$ cat config.mk
export PLATFORM = sky130hd
export DESIGN_NAME = cohdir_node
export DESIGN_NICKNAME = d
export VERILOG_FILES = /design/src/rtl/cohdir_pkg.sv /design/src/rtl/cohdir_tags.sv /design/src/rtl/cohdir_proto.sv /design/src/rtl/cohdir_oq.sv /design/src/rtl/cohdir_node.sv
export SDC_FILE = /design/constraint.sdc
export NUM_CORES = 1
export LEC_CHECK = 0
export ABC_CLOCK_PERIOD_IN_PS = 2600
export BUFFER_PORTS_ARGS = -buffer_cell sky130_fd_sc_hd__buf_4
export CELL_PAD_IN_SITES_DETAIL_PLACEMENT = 1
export CELL_PAD_IN_SITES_GLOBAL_PLACEMENT = 2
export CORE_UTILIZATION = 40
export CTS_CLUSTER_DIAMETER = 80
export DETAILED_ROUTE_END_ITERATION = 10
export PLACE_DENSITY_LB_ADDON = 0.2
export SLEW_MARGIN = 10
export SYNTH_ARGS = -nofsm -noshare
export SYNTH_HDL_FRONTEND = slang
export SYNTH_SLANG_ARGS = --single-unit
$ cat constraint.sdc
create_clock -name clk -period 2.6 [get_ports clk]
set_input_delay 0.39 -clock clk [delete_from_list [all_inputs] [get_ports clk]]
set_output_delay 0.39 -clock clk [all_outputs]
set_load 0.01 [all_outputs]
$ cat src/rtl/cohdir_pkg.sv
package cohdir_pkg;
  typedef enum logic [2:0] {
    OP_READ = 3'd0, OP_DATA = 3'd1, OP_ERASE = 3'd2,
    OP_ACK = 3'd3, OP_OUT = 3'd4, OP_INJECT = 3'd5
  } op_e;

  typedef enum logic [2:0] {
    ST_INV = 3'd0, ST_SHR = 3'd1, ST_EXC = 3'd2, ST_RDG = 3'd3,
    ST_ANS = 3'd4, ST_WT = 3'd5, ST_RDW = 3'd6
  } st_e;
endpackage

$ cat src/rtl/cohdir_tags.sv
module cohdir_tags
  import cohdir_pkg::*;
#(
  parameter int ADDR_W = 16,
  parameter int IDX_W  = 4
) (
  input  logic              clk,
  input  logic              rst_n,
  input  logic [ADDR_W-1:0] lk_addr,
  output st_e               lk_state,
  input  logic              wr_en,
  input  st_e               wr_state
);
  localparam int DEPTH = 1 << IDX_W;
  localparam int TAG_W = ADDR_W - IDX_W;

  st_e              state_q [DEPTH];
  logic [TAG_W-1:0] tag_q   [DEPTH];

  logic [IDX_W-1:0] idx;
  logic [TAG_W-1:0] tag;
  assign idx = lk_addr[IDX_W-1:0];
  assign tag = lk_addr[ADDR_W-1:IDX_W];

  always_comb begin
    if (state_q[idx] != ST_INV && tag_q[idx] == tag) lk_state = state_q[idx];
    else lk_state = ST_INV;
  end

  generate
    for (genvar g = 0; g < DEPTH; g++) begin : g_ent
      logic hit_wr;
      assign hit_wr = wr_en && (idx == IDX_W'(g));
      always_ff @(posedge clk or negedge rst_n) begin
        if (!rst_n) state_q[g] <= ST_INV;
        else if (hit_wr) state_q[g] <= wr_state;
      end
      always_ff @(posedge clk) begin
        if (hit_wr) tag_q[g] <= tag;
      end
    end
  endgenerate
endmodule

$ cat src/rtl/cohdir_proto.sv
module cohdir_proto
  import cohdir_pkg::*;
(
  input  logic from_hi,
  input  logic is_top,
  input  op_e  op,
  input  st_e  cur,
  output st_e  nxt,
  output logic up_push,
  output op_e  up_op,
  output logic dn_push,
  output op_e  dn_op
);
  always_comb begin
    nxt     = cur;
    up_push = 1'b0;
    up_op   = op;
    dn_push = 1'b0;
    dn_op   = op;
    if (from_hi) begin
      unique case (op)
        OP_READ: if (cur == ST_SHR || cur == ST_EXC) begin
          nxt = ST_ANS; dn_push = 1'b1;
        end
        OP_DATA: if (cur == ST_RDG || cur == ST_RDW) begin
          nxt = (cur == ST_RDG) ? ST_SHR : ST_WT; dn_push = 1'b1;
        end
        OP_ERASE: if (cur != ST_INV) begin
          nxt = (cur == ST_WT) ? ST_RDW : ST_INV; dn_push = 1'b1;
        end
        OP_ACK: if (cur == ST_WT) begin
          nxt = ST_EXC; dn_push = 1'b1;
        end
        OP_INJECT: if (cur == ST_INV) begin
          nxt = ST_SHR; dn_push = 1'b1;
        end
        default: ;
      endcase
    end else begin
      unique case (op)
        OP_READ: begin
          if (cur == ST_EXC) nxt = ST_SHR;
          else if (cur == ST_INV) begin
            nxt = ST_RDG; up_push = !is_top;
          end
        end
        OP_DATA: if (cur == ST_ANS) begin
          nxt = ST_SHR; up_push = !is_top;
        end
        OP_ERASE: begin
          if (cur == ST_EXC) begin
            dn_push = 1'b1; dn_op = OP_ACK;
          end else if (cur == ST_WT || cur == ST_RDW) begin
            dn_push = 1'b1;
          end else if (is_top) begin
            nxt = ST_EXC; dn_push = 1'b1; dn_op = OP_ACK;
          end else begin
            nxt = (cur == ST_RDG) ? ST_RDW : ST_WT; up_push = 1'b1;
          end
        end
        OP_OUT: if (cur == ST_INV || cur == ST_EXC) begin
          if (is_top) begin
            dn_push = 1'b1; dn_op = OP_INJECT;
          end else begin
            nxt = ST_INV; up_push = 1'b1;
          end
        end
        default: ;
      endcase
    end
  end
endmodule

$ cat src/rtl/cohdir_oq.sv
module cohdir_oq #(
  parameter int W = 19
) (
  input  logic         clk,
  input  logic         rst_n,
  input  logic         push,
  input  logic [W-1:0] push_data,
  output logic         free,
  output logic         out_valid,
  input  logic         out_ready,
  output logic [W-1:0] out_data
);
  logic v_d;

  assign free = !out_valid || out_ready;

  always_comb begin
    v_d = out_valid && !out_ready;
    if (push) v_d = 1'b1;
  end

  always_ff @(posedge clk or negedge rst_n) begin
    if (!rst_n) out_valid <= 1'b0;
    else out_valid <= v_d;
  end

  always_ff @(posedge clk) begin
    if (push) out_data <= push_data;
  end


  hold_stable_chk: assert property (@(posedge clk) disable iff (!rst_n)
    out_valid && !out_ready |=> out_valid && $stable(out_data));
endmodule

$ cat src/rtl/cohdir_node.sv
module cohdir_node
  import cohdir_pkg::*;
#(
  parameter int ADDR_W = 16,
  parameter int IDX_W  = 4
) (
  input  logic              clk,
  input  logic              rst_n,
  input  logic              is_top,
  input  logic              lo_valid,
  output logic              lo_ready,
  input  logic [2:0]        lo_op,
  input  logic [ADDR_W-1:0] lo_addr,
  input  logic              hi_valid,
  output logic              hi_ready,
  input  logic [2:0]        hi_op,
  input  logic [ADDR_W-1:0] hi_addr,
  output logic              up_valid,
  input  logic              up_ready,
  output logic [2:0]        up_op,
  output logic [ADDR_W-1:0] up_addr,
  output logic              dn_valid,
  input  logic              dn_ready,
  output logic [2:0]        dn_op,
  output logic [ADDR_W-1:0] dn_addr
);
  localparam int QW = 3 + ADDR_W;

  logic rs_q1, rs_q2;
  always_ff @(posedge clk or negedge rst_n) begin
    if (!rst_n) begin
      rs_q1 <= 1'b0;
      rs_q2 <= 1'b0;
    end else begin
      rs_q1 <= 1'b1;
      rs_q2 <= rs_q1;
    end
  end

  logic              up_free, dn_free, all_free, fire;
  logic [ADDR_W-1:0] cur_addr;
  op_e               cur_op;
  st_e               lk_state, nxt_state;
  logic              up_push, dn_push;
  op_e               up_op_c, dn_op_c;
  logic [QW-1:0]     up_q, dn_q;

  assign all_free = up_free && dn_free && rs_q2;
  assign hi_ready = all_free;
  assign lo_ready = all_free && !hi_valid;
  assign fire     = all_free && (hi_valid || lo_valid);
  assign cur_op   = op_e'(hi_valid ? hi_op : lo_op);
  assign cur_addr = hi_valid ? hi_addr : lo_addr;

  cohdir_tags #(.ADDR_W(ADDR_W), .IDX_W(IDX_W)) tags_i (
    .clk(clk), .rst_n(rs_q2), .lk_addr(cur_addr), .lk_state(lk_state),
    .wr_en(fire && nxt_state != lk_state), .wr_state(nxt_state)
  );

  cohdir_proto proto_i (
    .from_hi(hi_valid), .is_top(is_top), .op(cur_op), .cur(lk_state),
    .nxt(nxt_state), .up_push(up_push), .up_op(up_op_c),
    .dn_push(dn_push), .dn_op(dn_op_c)
  );

  cohdir_oq #(.W(QW)) upq_i (
    .clk(clk), .rst_n(rs_q2), .push(fire && up_push),
    .push_data({up_op_c, cur_addr}), .free(up_free),
    .out_valid(up_valid), .out_ready(up_ready), .out_data(up_q)
  );

  cohdir_oq #(.W(QW)) dnq_i (
    .clk(clk), .rst_n(rs_q2), .push(fire && dn_push),
    .push_data({dn_op_c, cur_addr}), .free(dn_free),
    .out_valid(dn_valid), .out_ready(dn_ready), .out_data(dn_q)
  );

  assign up_op   = up_q[QW-1:ADDR_W];
  assign up_addr = up_q[ADDR_W-1:0];
  assign dn_op   = dn_q[QW-1:ADDR_W];
  assign dn_addr = dn_q[ADDR_W-1:0];


  merge_read_chk: assert property (@(posedge clk) disable iff (!rs_q2)
    fire && !hi_valid && cur_op == OP_READ && lk_state == ST_RDG |=> !up_valid);

  race_bounce_chk: assert property (@(posedge clk) disable iff (!rs_q2)
    fire && !hi_valid && cur_op == OP_ERASE && lk_state == ST_WT
    |=> dn_valid && dn_op == OP_ERASE && !up_valid);

  ack_pass_chk: assert property (@(posedge clk) disable iff (!rs_q2)
    fire && hi_valid && cur_op == OP_ACK && lk_state == ST_WT
    |=> dn_valid && dn_op == OP_ACK);

  root_silent_chk: assert property (@(posedge clk) disable iff (!rs_q2)
    is_top && $stable(is_top) && !up_valid |=> !up_valid);
endmodule

==> results of run 1 <==
-- synthesized netlist by cell type, types with 4 or more instances --
master / instances
and3_1: 5
o21ai_1: 4
inv_2: 4
nand2b_1: 5
o22ai_1: 58
nand2_1: 147
a32oi_1: 5
a21oi_2: 11
buf_4: 4
inv_1: 67
nand4_1: 15
nor2_1: 35
nand3_1: 50
mux2i_1: 22
a21oi_1: 26
a22o_1: 6
a31oi_1: 7
mux2_2: 12
clkbuf_1: 10
mux4_2: 27
nor3_1: 7
o21ai_0: 23
xnor2_1: 20
edfxtp_1: 230
buf_2: 19
dfrtp_1: 52
buf_6: 6
-- cells in the final DEF (no fill, tap or decap), types with 27 or more instances in the layout --
| cell | netlist | routed |
|---|---|---|
| dfrtp_1 | 52 | 51 |
| mux4_2 | 27 | 27 |
| nor2_1 | 35 | 31 |
| clkbuf_16 | 0 | 30 |
| nand3_1 | 50 | 50 |
| buf_4 | 4 | 291 |
| inv_1 | 67 | 63 |
| nand2_1 | 147 | 147 |
| edfxtp_1 | 230 | 230 |
| o22ai_1 | 58 | 50 |
-- flip-flops by register name (all words and copies together), names as in the netlist --
| name | cells |
|---|---|
| tags_i.tag_q | 192 |
| tags_i.state_q | 48 |
| dnq_i.out_data | 19 |
| upq_i.out_data | 19 |
| dnq_i.out_valid | 1 |
| rs_q1 | 1 |
| rs_q2 | 1 |
| upq_i.out_valid | 1 |
-- kinds of logic after synthesis --
kind of cell | share of synthesized area [%]
AND/OR/NAND/NOR | 10.4
flip-flops | 65.6
AO/OA/AOI/OAI | 10.1
buffers and inverters | 4.17
multiplexers | 8.35
XOR/XNOR | 1.40
other | 0.0300
-- layout make-up --
class / count / share of cell area (%)
Clock inverter: 19 / 0.890
Tap cell: 396 / 2.89
Multi-Input combinational cell: 556 / 24.4
Clock buffer: 34 / 4.47
Inverter: 72 / 1.59
Sequential cell: 282 / 47.9
Timing Repair Buffer: 343 / 17.8
-- how the worst max path moves through the flow --
stage	endpoint	depth (start not counted)	startpoint
CTS	tags_i.tag_q[10][0]	17	hi_valid
finish	tags_i.tag_q[10][8]	18	hi_valid
global placement	dnq_i.out_data[12]	18	hi_valid
detailed placement	upq_i.out_data[4]	17	hi_valid
floorplan	upq_i.out_data[0]	16	hi_valid
global route	tags_i.state_q[0]	19	hi_valid
-- layer usage --
layer / vias to the layer above / wire, um / part of all wire [%] / global-route usage [%]
met5: - / 0 / 0 / 0
met2: 308 / 19500 / 47 / 43.0
met1: 4869 / 18500 / 44 / 37.5
li1: 4249 / - / - / -
met4: 0 / 1540 / 3.7 / 10.1
met3: 66 / 2330 / 5.6 / 4.09
-- worst max-delay path, cell delays in order --
cell	delay, ns
buf_12	0.12
mux2i_4	0.21
inv_4	0.17
buf_6	0.19
mux2i_1	0.37
a32oi_1	0.15
a21oi_1	0.20
a2111oi_2	0.07
buf_4	0.16
a31oi_4	0.25
and4b_2	0.31
buf_4	0.15
a21oi_1	0.17
a211oi_2	0.08
o31a_2	0.38
buf_12	0.19
a21oi_4	0.21
buf_4	0.18
-- through the flow --
step | utilization (%) | area [um2] | hold WS (ns)
floorplan | - | 12800 | 0.0944
global placement | 51.2 | 15700 | 0.173
detailed placement | 51.2 | 15700 | 0.175
CTS | 55.8 | 17100 | 0.103
global route | 55.9 | 17100 | 0.136
finish | 55.9 | 17100 | 0.116
-- power by group --
group / internal [mW] / total, mW / switching (mW)
combinational: 1.03 / 2.20 / 1.17
clock: 2.30 / 4.05 / 1.76
sequential: 5.19 / 5.35 / 0.158
-- repair_timing --
item / 4_1_cts / 5_1_grt
buffers inserted: 13 / 1
setup endpoints to repair: 281 / 281
endpoints found under the hold margin: 2 / 0
gates resized for setup: 59 / 6
hold buffers: 1 / 0
gates cloned: 4 / 0
pin swaps: 7 / 3
==> reports/metrics.csv, run 1 <==
stage,metric,value,unit
setup_path,required,2.88,ns
placed_design,gp_routability_congestion,0.881,
yosys,avgSynthCellArea,13.2,um2
finish,drive_gt1_share,38.8,%
timing,setup_viol,281,
timing,tightest_slew,0.693,ns
job,maxCapViolCount,0,
global_routing,grt_pass1_wl,62.6,mm
yosys,yosysSeqAreaShare,65.6,%
clock_network,cts_tree,built,
finish,area_growth_syn_to_layout,37.0,%
finish,fin_nets,1330,
timing,fmax,272,MHz
detailed_routing,drc,0,
pwr,ir_drop,0.458,mV
hold_path,hold_path.startpoint,up_ready,
setup_path,r2r_start,tags_i.tag_q[12][11],
timing,relSlewSlack,53.7,%
yosys,netlist_area,12500,um2
timing,slew_violations,0,
pwr,fin_total_pwr,11.6,mW
global_routing,grt_pass1_vias,10000,
placed_design,hpwl,29.8,mm
finish,layoutNonFillerInstCount,1702,
timing,period_needed,3.68,ns
finish,antenna_cells,0,
timing,fin_worst_skew,0.0194,ns
yosys,synth_seq_cells,282,
timing,setup_tns,-283.61,ns
clock_network,cts_buffer_depth,3,
yosys,synthesis.nets,996,
die,die_w,179,um
finish,fill_cells,3088,
placed_design,dp_cells,1630,
detailed_routing,viasPerCell,5.58,
yosys,synth-edff-count,230,
die,num_rows,64,
timing,rsz0062_at_grt,yes,
die,pin_count,87,
timing,period_share,142,%
die,core,30700,um2
setup_path,crit_fanout,13,
hold_path,hold_path_class,input port to register,
setup_path,r2r_end,tags_i.tag_q[10][8],
setup_path,arrival,3.97,ns
setup_path,r2r_cells,14,
die,start_util,40.8,%
yosys,syn_inst,951,
placed_design,port_buffers,86,
detailed_routing,postRouteAntennaNets,0,
global_routing,track_usage,27.0,%
global_routing,antenna_found_initial,0,
yosys,ys_types,72,
pwr,powerDensity,677,nW/um2
clock_network,path_clk_slew,0.06,ns
yosys,async_reset_ff_share,18.4,%
hold_path,min_to,upq_i.out_valid,
clock_network,cts.sinks,282,
outcome,violations,negative setup slack,
detailed_routing,routedWlPerCell,24.6,um
detailed_routing,num_vias,9492,
clock_network,clock_latency,0.57,ns
global_routing,grt_max_degree,51,
yosys,synth_top_cell_area_share,55.2,%
die,fp.dieH,179,um
detailed_routing,wl,41.9,mm
yosys,synth_flop_cell,edfxtp_1,
setup_path,startpoint_type,input port,
detailed_routing,dr.first_iter.drc_count,794,
detailed_routing,drtPass1Iterations,5,
global_routing,gr-total-overflow,0,
setup_path,reg2reg_setup_slack,-0.94,ns
setup_path,worstSetupPathType,input port to register,
setup_path,end_kind,register,
finish,seq_area,8210,um2
outcome,outcome,finished with violations,
clock_network,numCtsBuffers,30,
die,dieArea,32000,um2
pwr,leakagePower,6.69,nW
clock_network,htreeDepth,1,
placed_design,dp_slack,-1.86,ns
finish,multi_input_area,4190,um2
timing,setup_slack,-1.08,ns
yosys,ys_top_cells_by_area,"edfxtp_1, dfrtp_1, mux4_2, nand2_1, o22ai_1",
hold_path,min_path_cells,3,
yosys,yosysWarnings,0,
yosys,synth_top_area_cell,edfxtp_1,
clock_network,clockRootBuffer,clkbuf_16,
timing,finalHoldViolations,0,
(Power assumes the default switching activity.)
==> run 2: changes to the inputs <==
--- a/config.mk
+++ b/config.mk
@@ -16,4 +16,5 @@
 export SLEW_MARGIN = 10
 export SYNTH_ARGS = -nofsm -noshare
 export SYNTH_HDL_FRONTEND = slang
+export SYNTH_HIERARCHICAL = 1
 export SYNTH_SLANG_ARGS = --single-unit
==> reports/metrics.csv, run 2 <==
stage,metric,value,unit,change
setup_path,worstSetupPathType,input port to register,,
setup_path,end_kind,register,,
detailed_routing,dr.first_iter.drc_count,399,,-50%
setup_path,slowest_delay,0.42,ns,+0.04 ns
setup_path,startpoint_type,input port,,
finish,antenna_cells,0,,unchanged
clock_network,numCtsBuffers,31,,+3.3%
outcome,outcome,finished with violations,,
yosys,synth_seq_cells,282,,unchanged
global_routing,grt_pass1_wl,49.0,mm,-22%
yosys,yosysWarnings,6,,+6
finish,area_growth_syn_to_layout,35.2,%,
timing,slew_violations,0,,unchanged
timing,rsz0062_at_grt,yes,,
clock_network,path_clk_slew,0.06,ns,about the same
yosys,netlist_area,12100,um2,-3.1%
yosys,ys_types,65,,-9.7%
setup_path,crit_top_cell,buf_12,,
detailed_routing,viasPerCell,5.33,,-4.4%
global_routing,grtUsageMet1,28.6,%,-8.8 points
yosys,synth_flop_cell,edfxtp_1,,
placed_design,dp_slack,-2.78,ns,-0.914 ns
detailed_routing,num_vias,7200,,-24%
yosys,synth.most_common_cell,edfxtp_1,,
clock_network,cts_buffer_depth,3,,unchanged
detailed_routing,wl,33.4,mm,-20%
hold_path,min_to,dnq_i/out_valid,,
yosys,syn_inst,671,,-29%
die,start_util,40.8,%,about the same
setup_path,crit_chain,buf_12 > mux2_4 > buf_12 > buf_12 > mux4_2 > mux2i_1 > mux2i_1 > xnor2_1 > nand4_1 > buf_6 > nor4b_4 > buf_6 > and2b_4 > a31oi_4 > o21a_1 > a221o_1 > xor2_1 > o31a_2 > buf_4 > nand3_4 > buf_12 > nor2_4 > buf_12 > mux2_4,,
timing,relSlewSlack,56.4,%,+2.7 points
global_routing,grt-busiest-layer,met2,,
yosys,async_reset_ff_share,18.4,%,unchanged
placed_design,gp_routability_congestion,0.821,,-6.9%
setup_path,r2r_end,tags_i/state_q[3],,
die,fp.dieH,176,um,-1.6%
clock_network,cts.sinks,282,,unchanged
global_routing,track_usage,21.5,%,-5.5 points
yosys,synth_top_area_cell,edfxtp_1,,
timing,tightest_slew,0.654,ns,-0.0395 ns
yosys,synth-edff-count,230,,unchanged
detailed_routing,routedWlPerCell,24.7,um,+0.27%
die,pin_count,87,,unchanged
timing,setup_slack,-2.19,ns,-1.10 ns
placed_design,placed_area,14700,um2,-6.2%
job,maxCapViolCount,0,,unchanged
finish,largest_reg_flops,192,,unchanged
timing,period_needed,4.79,ns,+1.10 ns
global_routing,gr-total-overflow,0,,unchanged
setup_path,cp_slowest_cell,mux4_2,,
placed_design,port_buffers,86,,unchanged
yosys,ys_top_cells_by_area,"edfxtp_1, dfrtp_1, mux4_2, mux2_2, mux2i_1",,
finish,postLayoutCellArea,16400,um2,-4.4%
timing,period_share,184,%,+42 points
yosys,synth_top_cell_area_share,57.0,%,+1.8 points
setup_path,cp_num_buf_inv,8,,+1
finish,drive_gt1_share,51.5,%,+13 points
detailed_routing,drc,0,,unchanged
setup_path,r2r_cells,22,,+8
finish,fill_cells,2728,,-12%
global_routing,antenna_found_initial,1,,+1
die,dieArea,31000,um2,-3.1%
die,core,29700,um2,-3.1%
yosys,avgSynthCellArea,18.1,um2,+37%
clock_network,clockRootBuffer,clkbuf_16,,
detailed_routing,postRouteAntennaNets,0,,unchanged
setup_path,arrival,5.22,ns,+1.25 ns
hold_path,min_path_cells,3,,unchanged
pwr,ir_drop,0.595,mV,+30%
timing,setup_viol,281,,unchanged
pwr,powerDensity,641,nW/um2,-5.3%
setup_path,crit_family,multiplexers,,
setup_path,required,3.03,ns,+0.15 ns
die,die_w,176,um,-1.6%
clock_network,cts_tree,built,,
pwr,fin_total_pwr,10.5,mW,-9.5%
die,num_rows,63,,-1.6%
finish,max_flop_register,tags_i/tag_q,,
yosys,synth_common_cells,"edfxtp_1, mux4_2, dfrtp_1, mux2_2, nand2_1",,
timing,fin_worst_skew,0.00863,ns,-0.0108 ns
hold_path,hold_path.startpoint,dn_ready,,
timing,finalHoldViolations,0,,unchanged
global_routing,met2_usage,37.9,%,-5.1 points
pwr,leakagePower,6.31,nW,-5.8%
finish,final_common_cell,edfxtp_1,,
outcome,violations,negative setup slack,,
finish,layout_common_cells,"edfxtp_1, buf_4, mux4_2",,
yosys,yosysSeqAreaShare,67.7,%,+2.1 points
timing,fmax,209,MHz,-23%
setup_path,crit_fanout,8,,-5
finish,fin_nets,981,,-26%
placed_design,hpwl,21.4,mm,-28%
yosys,synthesis.nets,716,,-28%
finish,reg_top3,"tags_i/tag_q (192), tags_i/state_q (48)",,
clock_network,htreeDepth,1,,unchanged
hold_path,hold_path_class,input port to register,,
detailed_routing,drtPass1Iterations,7,,+2
setup_path,reg2reg_setup_slack,-2.06,ns,-1.12 ns
clock_network,clock_latency,0.55,ns,-0.02 ns
setup_path,r2r_start,tags_i/tag_q[3][6],,
global_routing,met3_usage,2.54,%,-1.6 points
global_routing,grt_pass1_vias,7872,,-21%
global_routing,grt_max_degree,52,,+2.0%
run 2: cell count changes after synthesis, sizes merged, moves of 18 or more:
cell,previous run,this run
mux2,12,63
mux4,27,57
nand2,147,36
a21oi,37,5
nand3,50,3
inv,72,9
o22ai,58,2
o21ai,27,9
run 2: layer usage:
metal,wire (um),part of all wire [%]
met5,9,0.027
met4,623,1.9
met3,1460,4.4
met2,17200,52
met1,14000,42
run 2: stage by stage:
step	util (%)	std cells	setup TNS (ns)	hold WS [ns]
detailed placement	49.6	1262	-730.19	0.186
global placement	49.6	1262	-710.91	0.186
CTS	53.9	1336	-556.60	0.0963
finish	55.1	1350	-558.05	0.123
global route	55.1	1350	-603.46	0.108
floorplan	-	671	-597.44	0.0944
run 2: what timing repair did:
action / 4_1_cts / 5_1_grt
resized for setup: 41 / 33
endpoints found under the hold margin: 2 / 0
pin swaps: 11 / 14
hold buffers: 1 / 0
setup endpoints to repair: 281 / 281
buffers inserted: 14 / 9
gates cloned: 2 / 5
run 2: worst min-delay path, cell delays in order:
cell and delay, ns:
buf_4 0.08, nand2b_4 0.13, nand2b_4 0.05
run 2: cells by family after synthesis:
family	Yosys count	share of synthesized area (%)
flip-flops	282	67.7
multiplexers	155	20.0
AND/OR/NAND/NOR	116	5.20
buffers and inverters	50	2.58
AO/OA/AOI/OAI	49	3.09
XOR/XNOR	18	1.36
other	1	0.0309
run 2: final cells by class:
cell class / count / area [um2] / area share, %
clock buffer: 37 / 798 / 4.87
tap: 390 / 488 / 2.98
clock inverter: 20 / 156 / 0.955
sequential: 282 / 8210 / 50.1
multi-input combinational: 339 / 4040 / 24.6
inverter: 9 / 63.8 / 0.389
timing repair inverter: 1 / 16.3 / 0.0993
timing repair buffer: 272 / 2620 / 16.0
run 2: worst max path at each step:
stage	startpoint	to	slack [ns]	cells after the start
finish	hi_valid	tags_i/state_q[3]	-2.19	24
global route	hi_valid	tags_i/tag_q[4][6]	-2.34	22
CTS	hi_valid	tags_i/tag_q[4][6]	-2.17	23
detailed placement	hi_valid	tags_i/state_q[27]	-2.78	24
global placement	hi_valid	tags_i/tag_q[0][5]	-2.71	23
floorplan	hi_valid	tags_i/tag_q[4][0]	-2.50	21
run 2: where the power goes:
part | leakage, nW | total (mW) | switching (mW) | internal (mW)
Combinational | 3.06 | 1.31 | 0.627 | 0.679
Clock | 0.463 | 4.11 | 1.73 | 2.38
Sequential | 2.78 | 5.09 | 0.0520 | 5.04
